**config.mk**
```make
export PLATFORM = sky130hd
export DESIGN_NAME = fanout_router
export DESIGN_NICKNAME = d
export VERILOG_FILES = /design/src/rtl/fanout_pkg.sv /design/src/rtl/fanout_ram.sv /design/src/rtl/fanout_ctrl.sv /design/src/rtl/fanout_router.sv
export SDC_FILE = /design/constraint.sdc
export NUM_CORES = 1
export LEC_CHECK = 0
export BUFFER_PORTS_ARGS = -buffer_cell sky130_fd_sc_hd__buf_2
export CAP_MARGIN = 20
export CORE_MARGIN = 4
export CORE_UTILIZATION = 62
export CTS_BUF_LIST = sky130_fd_sc_hd__clkbuf_2 sky130_fd_sc_hd__clkbuf_4 sky130_fd_sc_hd__clkbuf_8
export DETAILED_ROUTE_END_ITERATION = 6
export PLACE_DENSITY = 0.87
export SYNTH_ARGS = -nofsm -noshare
export SYNTH_HDL_FRONTEND = slang
export SYNTH_HIERARCHICAL = 1
export SYNTH_SLANG_ARGS = --single-unit
```
**constraint.sdc**
```tcl
create_clock -name clk -period 2.9 [get_ports clk]
set_input_delay 0.58 -clock clk [delete_from_list [all_inputs] [get_ports clk]]
set_output_delay 0.58 -clock clk [all_outputs]
set_load 0.01 [all_outputs]
```
**src/rtl/fanout_pkg.sv**
```systemverilog
package fanout_pkg;

    typedef enum logic [1:0] {
        ST_IDLE,
        ST_PTR_LO,
        ST_PTR_HI,
        ST_EMIT
    } fan_state_e;

endpackage

```
**src/rtl/fanout_ram.sv**
```systemverilog
module fanout_ram #(
    parameter int DEPTH = 8,
    parameter int WIDTH = 4,
    localparam int AW = (DEPTH > 1) ? $clog2(DEPTH) : 1
) (
    input  logic             clk,
    input  logic             we,
    input  logic [AW-1:0]    waddr,
    input  logic [WIDTH-1:0] wdata,
    input  logic             re,
    input  logic [AW-1:0]    raddr,
    output logic [WIDTH-1:0] rdata
);

    logic [WIDTH-1:0] mem [DEPTH];

    always_ff @(posedge clk) begin
        if (we && (int'(waddr) < DEPTH)) begin
            mem[waddr] <= wdata;
        end
        if (re && (int'(raddr) < DEPTH)) begin
            rdata <= mem[raddr];
        end
    end

endmodule

```
**src/rtl/fanout_ctrl.sv**
```systemverilog
module fanout_ctrl
    import fanout_pkg::*;
#(
    parameter int N_IN   = 8,
    parameter int N_SLOT = 12,
    localparam int IW = $clog2(N_IN),
    localparam int PW = $clog2(N_SLOT),
    localparam int EW = $clog2(N_SLOT + 1)
) (
    input  logic          clk,
    input  logic          rst_n,
    input  logic          in_valid,
    output logic          in_ready,
    input  logic [IW-1:0] in_addr,
    output logic          out_valid,
    input  logic          out_ready,
    output logic          out_last,
    output logic [IW-1:0] out_src,
    output logic          idle,
    output logic          ptr_re,
    output logic [IW-1:0] ptr_raddr,
    input  logic [PW-1:0] ptr_rdata,
    output logic          dend_re,
    output logic [PW-1:0] dend_raddr
);

    fan_state_e state, state_nx;
    logic [IW-1:0] ev_addr;
    logic [PW-1:0] start_q;
    logic [EW-1:0] end_q;
    logic [PW-1:0] cur_q;

    logic [EW-1:0] hi_val;
    logic          nonempty;
    logic          fire;
    logic          is_last;
    logic          top_input;

    assign top_input = (ev_addr == IW'(N_IN - 1));
    assign hi_val    = top_input ? EW'(N_SLOT) : EW'(ptr_rdata);
    assign nonempty  = hi_val > EW'(start_q);
    assign is_last   = (EW'(cur_q) + EW'(1)) == end_q;
    assign fire      = (state == ST_EMIT) && out_ready;

    // state register and datapath registers
    always_ff @(posedge clk) begin
        if (!rst_n) begin
            state   <= ST_IDLE;
            ev_addr <= '0;
            start_q <= '0;
            end_q   <= '0;
            cur_q   <= '0;
        end else begin
            state <= state_nx;
            unique case (state)
                ST_IDLE: begin
                    if (in_valid) ev_addr <= in_addr;
                end
                ST_PTR_LO: begin
                    start_q <= ptr_rdata;
                end
                ST_PTR_HI: begin
                    end_q <= hi_val;
                    cur_q <= start_q;
                end
                ST_EMIT: begin
                    if (fire && !is_last) cur_q <= cur_q + 1'b1;
                end
            endcase
        end
    end

    // next state
    always_comb begin
        state_nx = state;
        unique case (state)
            ST_IDLE:   if (in_valid) state_nx = ST_PTR_LO;
            ST_PTR_LO: state_nx = ST_PTR_HI;
            ST_PTR_HI: state_nx = nonempty ? ST_EMIT : ST_IDLE;
            ST_EMIT:   if (fire && is_last) state_nx = ST_IDLE;
        endcase
    end

    // outputs and memory read controls
    always_comb begin
        idle       = (state == ST_IDLE);
        in_ready   = idle;
        out_valid  = (state == ST_EMIT);
        out_last   = (state == ST_EMIT) && is_last;
        out_src    = ev_addr;
        ptr_re     = 1'b0;
        ptr_raddr  = ev_addr + 1'b1;
        dend_re    = 1'b0;
        dend_raddr = cur_q + 1'b1;
        unique case (state)
            ST_IDLE: begin
                ptr_re    = in_valid;
                ptr_raddr = in_addr;
            end
            ST_PTR_LO: begin
                ptr_re = !top_input;
            end
            ST_PTR_HI: begin
                dend_re    = nonempty;
                dend_raddr = start_q;
            end
            ST_EMIT: begin
                dend_re = fire && !is_last;
            end
        endcase
    end

    AST_ACCEPT_THEN_BUSY: assert property (@(posedge clk) disable iff (!rst_n)
        (in_valid && in_ready) |=> !in_ready);
    AST_EMPTY_SILENT: assert property (@(posedge clk) disable iff (!rst_n)
        (state == ST_PTR_HI && !nonempty) |=> (in_ready && !out_valid));
    AST_LAST_CLOSES: assert property (@(posedge clk) disable iff (!rst_n)
        (out_valid && out_ready && out_last) |=> !out_valid);
    AST_SLOT_IN_RANGE: assert property (@(posedge clk) disable iff (!rst_n)
        out_valid |-> (EW'(cur_q) < end_q));

endmodule

```
**src/rtl/fanout_router.sv**
```systemverilog
module fanout_router
    import fanout_pkg::*;
#(
    parameter int N_IN     = 8,
    parameter int N_BRANCH = 4,
    parameter int N_SYN    = 3,
    localparam int N_SLOT = N_BRANCH * N_SYN,
    localparam int IW = $clog2(N_IN),
    localparam int PW = $clog2(N_SLOT),
    localparam int BW = $clog2(N_BRANCH)
) (
    input  logic          clk,
    input  logic          rst_n,
    input  logic          in_valid,
    output logic          in_ready,
    input  logic [IW-1:0] in_addr,
    output logic          out_valid,
    input  logic          out_ready,
    output logic [BW-1:0] out_dest,
    output logic          out_last,
    output logic [IW-1:0] out_src,
    input  logic          cfg_ptr_we,
    input  logic [IW-1:0] cfg_ptr_addr,
    input  logic [PW-1:0] cfg_ptr_data,
    input  logic          cfg_dend_we,
    input  logic [PW-1:0] cfg_dend_addr,
    input  logic [BW-1:0] cfg_dend_data
);

    logic          idle;
    logic          ptr_re;
    logic [IW-1:0] ptr_raddr;
    logic [PW-1:0] ptr_rdata;
    logic          dend_re;
    logic [PW-1:0] dend_raddr;
    logic [BW-1:0] dend_rdata;

    fanout_ctrl #(.N_IN(N_IN), .N_SLOT(N_SLOT)) u_ctrl (
        .clk        (clk),
        .rst_n      (rst_n),
        .in_valid   (in_valid),
        .in_ready   (in_ready),
        .in_addr    (in_addr),
        .out_valid  (out_valid),
        .out_ready  (out_ready),
        .out_last   (out_last),
        .out_src    (out_src),
        .idle       (idle),
        .ptr_re     (ptr_re),
        .ptr_raddr  (ptr_raddr),
        .ptr_rdata  (ptr_rdata),
        .dend_re    (dend_re),
        .dend_raddr (dend_raddr)
    );

    fanout_ram #(.DEPTH(N_IN), .WIDTH(PW)) u_offsets (
        .clk   (clk),
        .we    (cfg_ptr_we && idle),
        .waddr (cfg_ptr_addr),
        .wdata (cfg_ptr_data),
        .re    (ptr_re),
        .raddr (ptr_raddr),
        .rdata (ptr_rdata)
    );

    fanout_ram #(.DEPTH(N_SLOT), .WIDTH(BW)) u_targets (
        .clk   (clk),
        .we    (cfg_dend_we && idle),
        .waddr (cfg_dend_addr),
        .wdata (cfg_dend_data),
        .re    (dend_re),
        .raddr (dend_raddr),
        .rdata (dend_rdata)
    );

    assign out_dest = dend_rdata;

    AST_OUT_HOLD: assert property (@(posedge clk) disable iff (!rst_n)
        (out_valid && !out_ready) |=> (out_valid && $stable(out_dest)
            && $stable(out_last) && $stable(out_src)));

endmodule

```
After elaboration in Yosys (flattened, before gate mapping)

Memory sizes are Yosys's and may differ from the RTL's. A register that Yosys moved wholly into a read port is not among the register bits.
Index checks and enable logic that the tools add are counted.
Widths: inputs -> output; s select.

RAM bits: 56
Output and inout port bits: 8
Bits of input ports: 22
Word-level logic and storage cells: 50
Memories kept: 2
Register bits after elaboration: 17

Add/subtract/negate cells: 2
Equality and inequality tests: 8
Mux-type cells: 15
Magnitude comparators: 3
Reductions and logical operators: 15

Memory list:

| memory        | depth | width | rd ports | clocked after Yosys merged registers in | write ports | line             | RTL |
|---|---|---|---|---|---|---|---|
| u_offsets.mem | 8     | 4     | 1        | 1                                       | 1           | fanout_ram.sv:15 | `logic [WIDTH-1:0] mem [DEPTH];` |
| u_targets.mem | 12    | 2     | 1        | 1                                       | 1           | fanout_ram.sv:15 |  |

Operators with widths:

| cell                | number |
|---|---|
| $mux 4              | 3 |
| $logic_and 1x1->1   | 8 |
| $lt 4x4->1 const B  | 2 |
| $pmux 2 s4          | 1 |
| $pmux 4 s2          | 1 |
| $mux 2              | 3 |
| $reduce_and 2->1    | 3 |
| $add 4x1->4 const B | 1 |
| $eq 2x2->1 const B  | 2 |
| $eq 4x4->1          | 1 |
| $gt 4x4->1          | 1 |
| $mux 1              | 4 |
| $ne 2x1->1 const B  | 2 |
| $pmux 1 s2          | 2 |
| $add 3x1->3 const B | 1 |
| $eq 3x3->1 const B  | 1 |
| $mux 3              | 1 |
| $eq 2x1->1 const B  | 1 |
| $logic_not 1->1     | 2 |
| $logic_not 2->1     | 1 |
| $ne 2x2->1 const B  | 1 |
| $reduce_bool 2->1   | 1 |

Longest topological paths before layout

Depth in word-level cells: 6
Gate-level depth with buffers: 10
Mapped depth without buffers: 10

Cells and area by module

Netlist, hierarchy kept.

Modules (own cells, without submodules):

| module                  | times used | cells an instance | sequential area each (um^2) | area an instance (um^2) |
|---|---|---|---|---|
| fanout_ram at u_offsets | 1          | 63                | 1081.0                      | 1410.1 |
| fanout_ctrl             | 1          | 130               | 340.3                       | 1116.1 |
| fanout_ram at u_targets | 1          | 62                | 780.7                       | 1076.0 |
| fanout_router           | 1          | 2                 | 0.0                         | 12.5 |

Worst setup path before layout

OpenSTA, ideal clock, no wires.

Path kind: register to register
Start point: register u_ctrl.ev_addr[0], in the netlist u_ctrl/out_src[0]
End point: register u_targets.rdata[0] (read register of u_targets.mem) (enable)
Setup time: 329 ps
Stages on the path, launching flop included: 9
Setup slack: 584 ps
Path buffers: 0
Data required time: 2571 ps
Clock period less this slack: 2316 ps
Arrival time: 1986 ps
Cells stage by stage: dfxtp_1 > ha_1 > ha_1 > or2_2 > ha_1 > a41o_1 > a21o_1 > nand2_1 > a21boi_0

Cells in the longest elaborated chain, start to end: 5

RTL lines:

| item                       | line                | RTL |
|---|---|---|
| start: declaration         | fanout_ctrl.sv:28   | `logic [IW-1:0] ev_addr;` |
| start signal: assignment   | fanout_ctrl.sv:57   | `if (in_valid) ev_addr <= in_addr;` |
| $eq 3x3->1                 | fanout_ctrl.sv:39   | `assign top_input = (ev_addr == IW'(N_IN - 1));` |
| $mux 4                     | fanout_ctrl.sv:40   | `assign hi_val = top_input ? EW'(N_SLOT) : EW'(ptr_rdata);` |
| named net u_ctrl.hi_val[2] | fanout_ctrl.sv:33   | `logic [EW-1:0] hi_val;` |
| $gt 4x4->1                 | fanout_ctrl.sv:41   | `assign nonempty = hi_val > EW'(start_q);` |
| $pmux 1 s2                 | fanout_ctrl.sv:95   | `unique case (state)` |
| named net dend_re          | fanout_router.sv:34 | `logic dend_re;` |
| $logic_and 1x1->1          | fanout_ram.sv:21    | `if (re && (int'(raddr) < DEPTH)) begin` |
| end: declaration           | fanout_ram.sv:12    | `output logic [WIDTH-1:0] rdata` |

The timed path passes the listed nets, and every way through them passes these cells.
A chain may end at the register's enable or synchronous reset.

Worst setup path after layout

Same ends and word-level chain as after synthesis.

==> impl_metrics.json <==
{
  "switchingPower_w": 0.0006443,
  "grt_pass1_wl_um": 10530,
  "synth_commonest_cells": "62 x edfxtp_1, 30 x nor2_1, 19 x nand2_1",
  "cp-endpoint": "u_targets/rdata[0]",
  "critPathLaunch": "u_ctrl/out_src[0]",
  "drtPass1Iterations": 4,
  "core_mm2": 0.005574,
  "power_frac_clock": 0.282,
  "r2r-end": "u_targets/rdata[0]",
  "yosys.area.top_type": "edfxtp_1",
  "cts_max_level": 3,
  "dieArea_mm2": 0.007116,
  "ir_worst_vdd_mv": 0.5794,
  "num_rows": 27,
  "io_pins": 30,
  "period_minus_slack_ns": 2.488,
  "root_buffer": "clkbuf_8",
  "synth-async-reset-ratio": 0,
  "fin_setup_tns_ns": 0,
  "area_delta_synth_final_pct": 10.49,
  "p_comb_frac": 0.182,
  "track_usage": 0.1939,
  "die_x_um": 84.36,
  "setup_viol": 0,
  "cap_violations": 0,
  "max_slew_margin": 0.5161,
  "detailed_place_hpwl_um": 4637,
  "layout-drive-gt1-share": 0.2222,
  "worstPathMaxFanout": 4,
  "antenna_found_initial": 0,
  "pwr-share-seq": 0.536,
  "clk_path_buf_depth": 2,
  "slew_viol_final": 0,
  "cp-start-kind": "flip-flop",
  "synth_area_leaders": "edfxtp_1 52%, dfxtp_1 9.4%, mux4_1 5.8%, mux2i_1 4.7%, nor2_1 3.1%",
  "avgRoutedWirePerCell_um": 17.37,
  "yosysMostFrequentCell": "edfxtp_1",
  "swShare": 0.2591,
  "cts_buffers": 9,
  "hold_path_class": "flip-flop to flip-flop",
  "post-route-drc-count": 0,
  "r2r_start": "u_ctrl/out_src[0]",
  "portBuffers": 29,
  "synth_enable_flop_cells": 62,
  "vias": 2161,
  "fin_skew_ns": 0.004871,
  "endpoint_kind": "flip-flop",
  "cp.required_ns": 2.92,
  "finalHoldViolCount": 0,
  "finalCritPeriodShare": 0.8579,
  "dominantRegCellSynth": "edfxtp_1",
  "critical_path_arrival_ns": 2.51,
  "synth.distinct_cells": 47,
  "insertion_delay_ns": 0.34,
  "nets": 321,
  "power.internal_w": 0.001842,
  "regToRegSetupSlack_ns": 0.41,
  "synth_top_area_frac": 0.5151,
  "finalPower_w": 0.002487,
  "utilization": 0.7165,
  "yosysSeqAreaShare": 0.6092,
  "p_leak_nw": 1.498,
  "overflow": 0,
  "cts_resized": 0,
  "place_congestion": 0.7790,
  "power_density_mw_per_mm2": 622.6,
  "post-cts-setup-buffers": 0,
  "ant_nets": 0,
  "drt_iter0_markers": 175,
  "synth_area_mm2": 0.003615,
  "syn_avg_cell_area_um2": 14.07,
  "cts.clk_slew.worst_paths_ns": 0.07,
  "max_freq_ghz": 0.4019,
  "grt_max_degree": 16,
  "totalWireLength_um": 6410,
  "syn_nets": 286,
  "cts_tree": "built",
  "tightestPinTransition_ns": 0.7203,
  "cts_hold_buf": 0,
  "grt_pass1_vias": 2143,
  "chipHeight_um": 84.36,
  "n_antenna_cell": 0,
  "status": "finished, final reports clean",
  "routed_via_density": 5.856,
  "cts.sinks": 79,
  "synth-seq-cells": 79,
  "rr_worst_depth": 8,
  "start_util": 0.6485,
  "synth_warnings": 6,
  "synth_cells": 257,
  "rsz0062_at_grt": "no",
  "crit_type": "flip-flop to flip-flop"
}
layout make-up:
| cell class | instances | area, µm² |
|---|---|---|
| inverter | 8 | 30.03 |
| timing repair buffer | 33 | 175.2 |
| clock inverter | 4 | 22.52 |
| tap | 72 | 90.09 |
| multi-input combinational | 161 | 1328 |
| sequential | 79 | 2202 |
| fill | 371 | 1580 |
| clock buffer | 12 | 146.4 |
layer usage:
metal  wire length (µm)  up-vias  global-route usage
li1                   -     1041                   -
met1               2653     1047              0.2339
met2               3369       63              0.3350
met3                288       10             0.04711
met4                 99        0             0.07914
met5                  0        -                   0
power groups by stage:
| stage | registers (W) | clock network (W) | logic [W] |
|---|---|---|---|
| 6_report | 0.00133 | 0.000702 | 0.000452 |
| 5_1_grt | 0.00134 | 0.000776 | 0.000497 |
| 4_1_cts | 0.00133 | 0.000719 | 0.000454 |
| 3_5_place_dp | 0.00136 | 0 | 0.000449 |
| 3_3_place_gp | 0.00135 | 0 | 0.000433 |
| 2_1_floorplan | 0.00134 | 0 | 0.000353 |
critical path, stage by stage (launching register included):
cell      delay, ns
dfxtp_1        0.35
ha_1           0.21
ha_1           0.21
or2_2          0.31
ha_1           0.30
a41o_1         0.24
a21o_1         0.19
nand2_1        0.07
a21boi_0       0.29
worst min path at each step:
| stage | endpoint | from | depth (start not counted) | slack, ns |
|---|---|---|---|---|
| after floorplan | u_ctrl/cur_q[1] | u_ctrl/cur_q[1] | 2 | 0.46 |
| after global placement | u_ctrl/out_src[1] | u_ctrl/out_src[1] | 2 | 0.46 |
| after detailed placement | u_ctrl/out_src[2] | u_ctrl/out_src[2] | 2 | 0.47 |
| after CTS | u_ctrl/out_src[0] | in_addr[0] | 3 | 0.48 |
| after global routing | u_ctrl/out_src[2] | in_addr[2] | 3 | 0.50 |
| final | u_ctrl/out_src[2] | u_ctrl/out_src[2] | 2 | 0.48 |
through the flow:
| step | std cells | instance area (µm²) | hold WS [ns] | setup WS, ns |
|---|---|---|---|---|
| 6_report | 369 | 3994 | 0.4809 | 0.4120 |
| 5_1_grt | 369 | 3994 | 0.4970 | 0.3143 |
| 4_1_cts | 369 | 3994 | 0.4755 | 0.4140 |
| 3_5_place_dp | 353 | 3825 | 0.4743 | 0.4262 |
| 3_3_place_gp | 353 | 3825 | 0.4584 | 0.5254 |
| 2_1_floorplan | 257 | 3615 | 0.4553 | 0.5844 |
kinds of logic after synthesis:
family,Yosys count,share of synthesized area
and+or+nand+nor,79,0.1028
DFF,79,0.6092
AOI/OAI and AO/OA,31,0.06023
buffers and inverters,17,0.02354
xor gates and xnor gates,7,0.02493
muxes,37,0.1551
adders and majority gates,7,0.02423
registers in the layout (all words and copies together) (netlist names):
register and cells:
u_ctrl/start_q 4, u_ctrl/cur_q 4, u_ctrl/state 2, u_ctrl/end_q 4, u_ctrl/out_src 3, u_offsets/rdata 4
u_targets/rdata 2, u_offsets/mem 32, u_targets/mem 24
cell usage in the layout (no fill, tap or decap), types with 8 or more instances in the layout:
master and instances:
mux4_1 8, dfxtp_1 17, nand2_1 19, nor2_1 30, mux2i_1 17, buf_2 29
a21oi_1 10, clkbuf_8 9, inv_1 8, edfxtp_1 62
(Power assumes the default switching activity.)
